==> src/rtl/bpvx_pkg.sv <==
package bpvx_pkg;

  typedef enum logic [1:0] {
    POL_NONE = 2'd0,
    POL_POS  = 2'd1,
    POL_NEG  = 2'd2
  } pol_t;

  localparam logic [1:0] CODE_AMI  = 2'd0;
  localparam logic [1:0] CODE_EIGHT = 2'd1;
  localparam logic [1:0] CODE_THREE = 2'd2;

  // one classified bit time
  typedef struct packed {
    logic mark;   // a pulse was present
    logic viol;   // same polarity as the previous mark, or both rails
    logic hard;   // both rails: never excusable
  } sym_t;

endpackage

==> src/rtl/bpvx_mark_class.sv <==
module bpvx_mark_class
  import bpvx_pkg::*;
(
  input  logic clk,
  input  logic rst,
  input  logic bit_en,
  input  logic pos_in,
  input  logic neg_in,
  output sym_t sym_o
);

  pol_t last_pol;

  always_comb begin
    sym_o.mark = pos_in | neg_in;
    sym_o.hard = pos_in & neg_in;
    sym_o.viol = (pos_in & neg_in)
               | (pos_in & ~neg_in & (last_pol == POL_POS))
               | (neg_in & ~pos_in & (last_pol == POL_NEG));
  end

  always_ff @(posedge clk) begin
    if (rst) begin
      last_pol <= POL_NONE;
    end else if (bit_en && (pos_in ^ neg_in)) begin
      last_pol <= pos_in ? POL_POS : POL_NEG;
    end
  end

  // polarity history follows single-rail marks
  assert_pos_tracked_R1: assert property (@(posedge clk) disable iff (rst)
    (bit_en && pos_in && !neg_in) |=> (last_pol == POL_POS));
  assert_neg_tracked_R1: assert property (@(posedge clk) disable iff (rst)
    (bit_en && neg_in && !pos_in) |=> (last_pol == POL_NEG));
  // a double-rail bit time leaves history alone
  assert_double_keeps_pol_R2: assert property (@(posedge clk) disable iff (rst)
    (bit_en && pos_in && neg_in) |=> $stable(last_pol));

endmodule

==> src/rtl/bpvx_sub_window.sv <==
module bpvx_sub_window
  import bpvx_pkg::*;
#(
  parameter int LOOKAHEAD = 8   // must be at least 8 for the eight-zero group
) (
  input  logic       clk,
  input  logic       rst,
  input  logic       bit_en,
  input  logic [1:0] code_sel,
  input  sym_t       sym_new,
  output logic       tail_viol
);

  localparam int LAST = LOOKAHEAD - 1;

  sym_t line_q [LOOKAHEAD];
  sym_t win    [LOOKAHEAD];
  sym_t win_x  [LOOKAHEAD];

  function automatic logic is_z(sym_t s);
    return !s.mark;
  endfunction
  function automatic logic is_b(sym_t s);
    return s.mark && !s.viol;
  endfunction
  function automatic logic is_v(sym_t s);
    return s.viol && !s.hard;
  endfunction

  // candidate window, index 0 newest
  assign win[0] = sym_new;
  for (genvar i = 1; i < LOOKAHEAD; i++) begin : g_shift
    assign win[i] = line_q[i-1];
  end

  logic hit_eight, hit_three_a, hit_three_b;

  always_comb begin
    hit_eight   = (code_sel == CODE_EIGHT)
                && is_b(win[0]) && is_v(win[1]) && is_z(win[2]) && is_b(win[3])
                && is_v(win[4]) && is_z(win[5]) && is_z(win[6]) && is_z(win[7]);
    hit_three_a = (code_sel == CODE_THREE)
                && is_v(win[0]) && is_z(win[1]) && is_z(win[2]) && is_z(win[3]);
    hit_three_b = (code_sel == CODE_THREE)
                && is_v(win[0]) && is_z(win[1]) && is_z(win[2]) && is_b(win[3]);
  end

  always_comb begin
    for (int i = 0; i < LOOKAHEAD; i++) win_x[i] = win[i];
    if (hit_eight) begin
      win_x[1].viol = 1'b0;
      win_x[4].viol = 1'b0;
    end
    if (hit_three_a || hit_three_b) begin
      win_x[0].viol = 1'b0;
    end
  end

  always_ff @(posedge clk) begin
    if (rst) begin
      for (int i = 0; i < LOOKAHEAD; i++) line_q[i] <= '0;
    end else if (bit_en) begin
      for (int i = 0; i < LOOKAHEAD; i++) line_q[i] <= win_x[i];
    end
  end

  assign tail_viol = line_q[LAST].viol;

  // a double-rail entry keeps its violation all the way out
  assert_hard_kept_R2: assert property (@(posedge clk) disable iff (rst)
    line_q[LAST].hard |-> line_q[LAST].viol);
  // a zero never leaves the window flagged
  assert_zero_clean_R1: assert property (@(posedge clk) disable iff (rst)
    (!line_q[LAST].mark) |-> !line_q[LAST].viol);
  // both substituted pulses are cleared once the group completes
  assert_eight_cleared_R3: assert property (@(posedge clk) disable iff (rst)
    (bit_en && hit_eight) |=> (!line_q[1].viol && !line_q[4].viol));
  // substituted pulse of the three-zero code is stored clean
  assert_three_cleared_R4: assert property (@(posedge clk) disable iff (rst)
    (bit_en && (hit_three_a || hit_three_b)) |=> !line_q[0].viol);

endmodule

==> src/rtl/bpvx_zero_run.sv <==
module bpvx_zero_run #(
  parameter int THR_SHORT = 8,
  parameter int THR_LONG  = 16
) (
  input  logic clk,
  input  logic rst,
  input  logic bit_en,
  input  logic mark,
  input  logic sel_long,
  output logic exz_hit
);

  localparam int CW = $clog2(THR_LONG + 1);

  logic          armed_q;
  logic [CW-1:0] run_q;
  logic [CW-1:0] thr;
  logic [CW-1:0] run_nx;

  assign thr    = sel_long ? CW'(THR_LONG) : CW'(THR_SHORT);
  assign run_nx = run_q + 1'b1;
  assign exz_hit = bit_en && !mark && armed_q && (run_q < thr) && (run_nx == thr);

  always_ff @(posedge clk) begin
    if (rst) begin
      armed_q <= 1'b0;
      run_q   <= '0;
    end else if (bit_en) begin
      if (mark) begin
        armed_q <= 1'b1;
        run_q   <= '0;
      end else if (armed_q && (run_q < thr)) begin
        run_q <= run_nx;
      end
    end
  end

  // nothing is counted before the first mark
  assert_idle_until_mark_R8: assert property (@(posedge clk) disable iff (rst)
    (!armed_q) |-> (run_q == '0));
  // a mark restarts the run
  assert_mark_restarts_R7: assert property (@(posedge clk) disable iff (rst)
    (bit_en && mark) |=> (run_q == '0 && armed_q));
  // the count stops at the largest threshold
  assert_run_capped_R7: assert property (@(posedge clk) disable iff (rst)
    run_q <= CW'(THR_LONG));

endmodule

==> src/rtl/bpvx_detect.sv <==
module bpvx_detect
  import bpvx_pkg::*;
#(
  parameter int LOOKAHEAD = 8,
  parameter int EXZ_SHORT = 8,
  parameter int EXZ_LONG  = 16
) (
  input  logic       clk,
  input  logic       rst,
  input  logic       bit_en,
  input  logic       pos_in,
  input  logic       neg_in,
  input  logic [1:0] code_sel,
  input  logic       exz_16,
  input  logic       exz_to_lcv,
  output logic       bpv_o,
  output logic       exz_o,
  output logic       lcv_o
);

  sym_t sym_new;
  logic tail_viol;
  logic exz_hit;
  logic bpv_hit;

  bpvx_mark_class u_class (
    .clk    (clk),
    .rst    (rst),
    .bit_en (bit_en),
    .pos_in (pos_in),
    .neg_in (neg_in),
    .sym_o  (sym_new)
  );

  bpvx_sub_window #(.LOOKAHEAD(LOOKAHEAD)) u_window (
    .clk       (clk),
    .rst       (rst),
    .bit_en    (bit_en),
    .code_sel  (code_sel),
    .sym_new   (sym_new),
    .tail_viol (tail_viol)
  );

  bpvx_zero_run #(.THR_SHORT(EXZ_SHORT), .THR_LONG(EXZ_LONG)) u_zeros (
    .clk      (clk),
    .rst      (rst),
    .bit_en   (bit_en),
    .mark     (sym_new.mark),
    .sel_long (exz_16),
    .exz_hit  (exz_hit)
  );

  assign bpv_hit = bit_en & tail_viol;

  always_ff @(posedge clk) begin
    if (rst) begin
      bpv_o <= 1'b0;
      exz_o <= 1'b0;
      lcv_o <= 1'b0;
    end else begin
      bpv_o <= bpv_hit;
      exz_o <= exz_hit;
      lcv_o <= bpv_hit | (exz_hit & exz_to_lcv);
    end
  end

  // strobes only follow an enabled edge
  assert_bpv_needs_en_R10: assert property (@(posedge clk) disable iff (rst)
    bpv_o |-> $past(bit_en));
  assert_exz_needs_en_R10: assert property (@(posedge clk) disable iff (rst)
    exz_o |-> $past(bit_en));
  // excess zeros is raised by a zero bit time
  assert_exz_on_zero_R6: assert property (@(posedge clk) disable iff (rst)
    exz_o |-> $past(!pos_in && !neg_in));
  // never two strobes back to back
  assert_exz_single_R7: assert property (@(posedge clk) disable iff (rst)
    exz_o |=> !exz_o);
  // combined strobe has a source, and includes enabled zero-run events
  assert_lcv_source_R9: assert property (@(posedge clk) disable iff (rst)
    lcv_o |-> (bpv_o || exz_o));
  assert_lcv_follows_bpv_R9: assert property (@(posedge clk) disable iff (rst)
    bpv_o |-> lcv_o);
  assert_lcv_exz_R9: assert property (@(posedge clk) disable iff (rst)
    (exz_o && $past(exz_to_lcv)) |-> lcv_o);

endmodule

==> config.mk <==
export PLATFORM = sky130hd
export DESIGN_NAME = bpvx_detect
export DESIGN_NICKNAME = d
export VERILOG_FILES = /design/src/rtl/bpvx_pkg.sv /design/src/rtl/bpvx_mark_class.sv /design/src/rtl/bpvx_sub_window.sv /design/src/rtl/bpvx_zero_run.sv /design/src/rtl/bpvx_detect.sv
export SDC_FILE = /design/constraint.sdc
export NUM_CORES = 1
export LEC_CHECK = 0
export ABC_AREA = 1
export BUFFER_PORTS_ARGS = -buffer_cell sky130_fd_sc_hd__buf_2
export CAP_MARGIN = 20
export CORE_ASPECT_RATIO = 0.6
export CORE_MARGIN = 2
export CORE_UTILIZATION = 55
export CTS_BUF_LIST = sky130_fd_sc_hd__clkbuf_8
export DETAILED_ROUTE_END_ITERATION = 10
export PLACE_DENSITY = 0.85
export SLEW_MARGIN = 10
export SYNTH_ARGS = -nofsm -noshare
export SYNTH_HDL_FRONTEND = slang
export SYNTH_HIERARCHICAL = 1
export SYNTH_SLANG_ARGS = --single-unit
==> constraint.sdc <==
create_clock -name clk -period 1.23 [get_ports clk]
set_clock_uncertainty 0.1 [all_clocks]
set_input_delay 0.246 -clock clk [delete_from_list [all_inputs] [get_ports clk]]
set_output_delay 0.246 -clock clk [all_outputs]
set_load 0.05 [all_outputs]
; ---- After elaboration in Yosys (flattened, before gate mapping)
; Memories as Yosys holds them, arrays and structs flattened.
; Index checks and enable logic that the tools add are counted.
; W data, S select, Z words.
[totals]
input_bits = 9
mem_bits_rw = 24
n_memories = 1
reg_bits = 11
[op_classes]
addsub = 1
n_lt_le_gt_ge = 1
n_eq_ne = 5
n_bitwise = 22
n_mux = 20
reduce_logical = 40
[mem_list]
columns = memory, words, width, read_ports, rd_ports_with_merged_regs, write_ports, line_no
row1 = u_window.line_q, 8, 3, 8, 0, 8, bpvx_sub_window.sv:16  ; sym_t line_q [LOOKAHEAD];
[op_table]
columns = operator, n
row1 = $logic_and A1 B1 Y1, 24
row2 = $mux W3, 8
row3 = $mux W5, 3
row4 = $logic_not A1 Y1, 12
row5 = $or A1 B1 Y1, 12
row6 = $mux W1, 8
row7 = $and A1 B1 Y1, 7
row8 = $add A5 B1 Y5 const B, 1
row9 = $eq A5 B5 Y1, 1
row10 = $lt A5 B5 Y1, 1
row11 = $eq A2 B1 Y1 const B, 2
row12 = $eq A2 B2 Y1 const B, 2
row13 = $reduce_and A2 Y1, 2
row14 = $mux W2, 1
row15 = $not A1 Y1, 2
row16 = $reduce_bool A2 Y1, 1
row17 = $logic_or A1 B1 Y1, 1
row18 = $xor A1 B1 Y1, 1

; ---- Logic depth before layout (Yosys ltp)
[depth]
ltp_word = 17
mapped_depth = 10
depth_no_buf = 10

; ---- Modules after synthesis
; The synthesis kept the hierarchy.
[by_module_without_submodules]
columns = mod, cells_each, instances, area_per_inst_um2, seq_area_each_um2
row1 = bpvx_sub_window, 81, 1, 849.6, 570.5
row2 = bpvx_zero_run, 66, 1, 421.7, 120.1
row3 = bpvx_mark_class, 19, 1, 158.9, 40.0
row4 = bpvx_detect, 10, 1, 98.8, 60.1

; ---- Least setup slack after synthesis
; Ideal clock, no wire load.
[synth_path]
path_kind = input -> register
startpoint = in pos_in
endpoint = mem u_window/line_q[1][1] (netlist bit) (data pin)
setup_slack_ns = -0.117
required_ns = 0.879
path_stages = 10
t_arrival_ns = 0.996
cell_sequence = inv_1 > ha_1 > nand3b_1 > nand3b_1 > nor2_1 > nand2_1 > nor2_1 > nand2_1 > nand2_1 > nor2_1
[synth_rtl]
columns = item, line_no
row1 = "start, declared", bpvx_detect.sv:11  ; input logic pos_in,
row2 = "end, declared", bpvx_sub_window.sv:16

; ---- Final worst setup path
[layout_path]
startpoint = reg u_zeros.run_q[0]
endpoint = reg lcv_o
[layout_via]
elab_chain_len = 5
word_cells_on_any_way = 7
[layout_lines]
columns = item, line_no
row1 = "start, declared", bpvx_zero_run.sv:16  ; logic [CW-1:0] run_q;
row2 = "start signal, assigned", bpvx_zero_run.sv:33  ; run_q <= run_nx;
row3 = $add A5 B1 Y5 / $lt A5 B5 Y1 (equally long branches), "bpvx_zero_run.sv:21, bpvx_zero_run.sv:22"
row4 = $eq A5 B5 Y1 / $logic_and A1 B1 Y1 (equally long branches), bpvx_zero_run.sv:22  ; assign exz_hit = bit_en && !mark && armed_q && (run_q < thr) && (run_nx == thr);
row5 = $logic_and A1 B1 Y1 (*), bpvx_zero_run.sv:22
row6 = via exz_hit, bpvx_detect.sv:23  ; logic exz_hit;
row7 = $and A1 B1 Y1 (*), bpvx_detect.sv:63  ; lcv_o <= bpv_hit | (exz_hit & exz_to_lcv);
row8 = $or A1 B1 Y1 (*), bpvx_detect.sv:63
row9 = "end signal, assigned", bpvx_detect.sv:63
row10 = "end, declared", bpvx_detect.sv:18  ; output logic lcv_o
; The timed path passes the listed nets; every way through them passes the cells marked *.
; A chain may end at the register's enable or synchronous reset.

==> run_results.csv <==
group,metric,value,unit
sta,min_period,1430,ps
worst_setup_path,worstPathArrival,1550,ps
cells_and_area,layout_commonest_cell,"inv_1",
worst_setup_path,crit_type,"reg -> reg",
floorplanning,die_w,72.1,um
cells_and_area,antenna_cells,0,
worst_setup_path,worst_setup_path_start_kind,"register",
clock_tree,postCtsHoldBufs,0,
pwr,irDropWorstVdd,0.718,mV
synth,syn_nets,192,
grt,grt_overflow_total,0,
clock_tree,cts-htree-levels,2,
cells_and_area,nNetsFinal,231,
drt,drt-vias-per-instance,5.13,
cells_and_area,synthToLayoutAreaGrowth,32.9,%
worst_setup_path,r2r-start,"u_zeros/run_q[0]",
run,drv_cap,0,
cells_and_area,final.fill_count,163,
clock_tree,cts_made_buffers,5,
grt,grt_pass1_vias,1239,
drt,dr.pass1.iters,4,
worst_setup_path,endpoint_kind,"register",
min_path,hp-class,"in -> reg",
sta,tightestPinTransition,465,ps
sta,setup_tns,-940,ps
floorplanning,fp.dieH,44.8,um
pwr,power.switching,0.000543,W
worst_setup_path,cp_common_cell,"nand2_1",
synth,avgSynthCellArea,8.69,sq um
sta,rsz0062_at_grt,"true",
synth,synth_edf_count,19,
cells_and_area,layout_common_cells,"inv_1 (36), nand2_1 (25), nor2_1 (23)",
sta,fin_crit_sh,1.16,
worst_setup_path,worst_path_max_delay_cell,"dfxtp_2",
drt,ant_nets,0,
drt,drt_iter0_drc,88,
sta,hold_viol,0,
synth,synthDistinctLibCells,21,
grt,grtUsageTotal,0.235,
sta,setup-violations-final,8,
clock_tree,tritoncts,"built",
run_status,status,"finished, violations left",
worst_setup_path,crit_required,1360,ps
synth,synthArstFlopShare,0,
pwr,seqPwrFrac,0.520,
sta,setup_ws,-196,ps
place,dp_hpwl,2420,um
drt,totalWireLength,3430,um
run_status,violations,"negative setup slack",
floorplanning,start_util,0.594,
synth,yosysWarnings,6,
synth,ys_ff_latch,30,
sta,fmax,701,MHz
synth,synthCells,176,
sta,slew_violations,0,
drt,vias,1272,
synth,ys_seq_area_frac,0.517,
floorplanning,io_pins,12,
clock_tree,clock_sinks,30,
clock_tree,clk_pin_slew,60,ps
place,gp_congestion,0.877,
pwr,power_density,1090,mW/mm^2
clock_tree,insertion_delay,280,ps
grt,grt_max_degree,20,
grt,grt_pass1_wl,5460,um
pwr,p_sw_frac,0.246,
cells_and_area,final_util,0.789,
drt,drc,0,
floorplanning,die_area,0.00323,sq mm
pwr,pwr-share-clk,0.362,
cells_and_area,drive_gt1_frac,0.384,
drt,wl_per_cell,13.8,um
floorplanning,core_area,0.00257,sq mm
pwr,leakage,0.896,nW
clock_tree,clock-root-buffer,"clkbuf_8",
floorplanning,rows,14,
worst_setup_path,crit_fanout,3,
worst_setup_path,crit_path_cell_trace,"ha_4, xnor2_2, nand2_1, nor2_2, nand2_1, nor2_2, nand3_2, nand2_1",
pwr,combPwrFrac,0.118,
min_path,min_from,"exz_to_lcv",
worst_setup_path,max_stage_delay,340,ps
grt,antenna_found_initial,0,
synth,netlist_area,0.00153,sq mm
place,io_buffers,11,
synth,synth_flop_cell,"edfxtp_1",
sta,slew_headroom,0.690,
worst_setup_path,startpoint,"u_zeros/run_q[0]",
clock_tree,cts_buffer_depth,2,
pwr,p_int,0.00166,W
-- power by group through the flow --
stage / clock network [W] / registers (W) / logic, W
detailed placement: 0 / 0.00117 / 0.000246
floorplan: 0 / 0.00117 / 0.000131
CTS: 0.000802 / 0.00115 / 0.000258
global route: 0.000852 / 0.00115 / 0.000284
global placement: 0 / 0.00116 / 0.000234
finish: 0.000799 / 0.00115 / 0.000261
-- synth_stat cells (3+ instances only) --
| master | number | area, sq um |
|---|---|---|
| inv_1 | 37 | 139 |
| nand2_1 | 26 | 97.6 |
| nor2_1 | 24 | 90.1 |
| edfxtp_1 | 19 | 571 |
| nand3_1 | 14 | 70.1 |
| nor2_2 | 12 | 75.1 |
| dfxtp_1 | 11 | 220 |
| ha_1 | 7 | 87.6 |
| a21oi_1 | 6 | 30.0 |
| nand3b_1 | 3 | 22.5 |
| nand4_1 | 3 | 18.8 |
-- timing repair --
item	4_1_cts	5_1_grt
buffers inserted	0	1
pin swaps	7	1
setup endpoints to repair	9	9
resized for setup	12	2
-- layout make-up --
cell class                 instances  area, sq um  area share
timing repair buffer              33          241       0.119
sequential                        30          798       0.393
inverter                          39          166      0.0819
clock buffer                       6         82.6      0.0406
tap                               32         40.0      0.0197
multi-input combinational        106          696       0.342
clock inverter                     2         7.51     0.00369
-- path summary, 6_finish.rpt --
check,cells after the start,endpoint,slack [ps]
hold / removal,3,lcv_o,110
setup / recovery,8,lcv_o,-200
hold reg to reg,2,bpv_o,390
setup reg to reg,8,lcv_o,-200
-- kinds of logic (layout without fill, tap and decap cells) --
family,count (synthesis),count (layout),synth area share
compound gates,11,11,0.0434
flops,30,30,0.517
xor+xnor,1,1,0.00573
buf+inv,40,80,0.103
simple gates,87,87,0.273
fa+ha+maj,7,7,0.0573
-- critical path: cells and delay by family (launching register included) --
kind          cells  cell delay (ps)
simple gates      6              590
flops             1              340
fa+ha+maj         1              170
xor+xnor          1              170
-- stage by stage --
step	total power, W	hold WS, ps	cell area [sq um]	instances	setup WS [ps]
floorplan	0.00130	208	1640	176	-38.0
global placement	0.00140	360	1890	239	-337
detailed placement	0.00141	383	1890	239	-416
CTS	0.00221	111	2020	247	-146
global route	0.00229	135	2030	248	-236
finish	0.00221	108	2030	248	-196
-- flip-flops by register name (all words and copies together), names as in the netlist --
signal and count:
u_zeros/armed_q 1, lcv_o 1, u_zeros/run_q 5, u_class/last_pol 2
bpv_o 1, exz_o 1, u_window/line_q 19
-- routing by layer --
layer	routed length, um	track usage	up-vias	share of wire
met3	161	0.0580	11	0.047
met4	91	0.128	0	0.027
li1	-	-	630	-
met5	0	0	-	0
met1	1470	0.270	589	0.43
met2	1710	0.417	42	0.50
(Power assumes the default switching activity.)
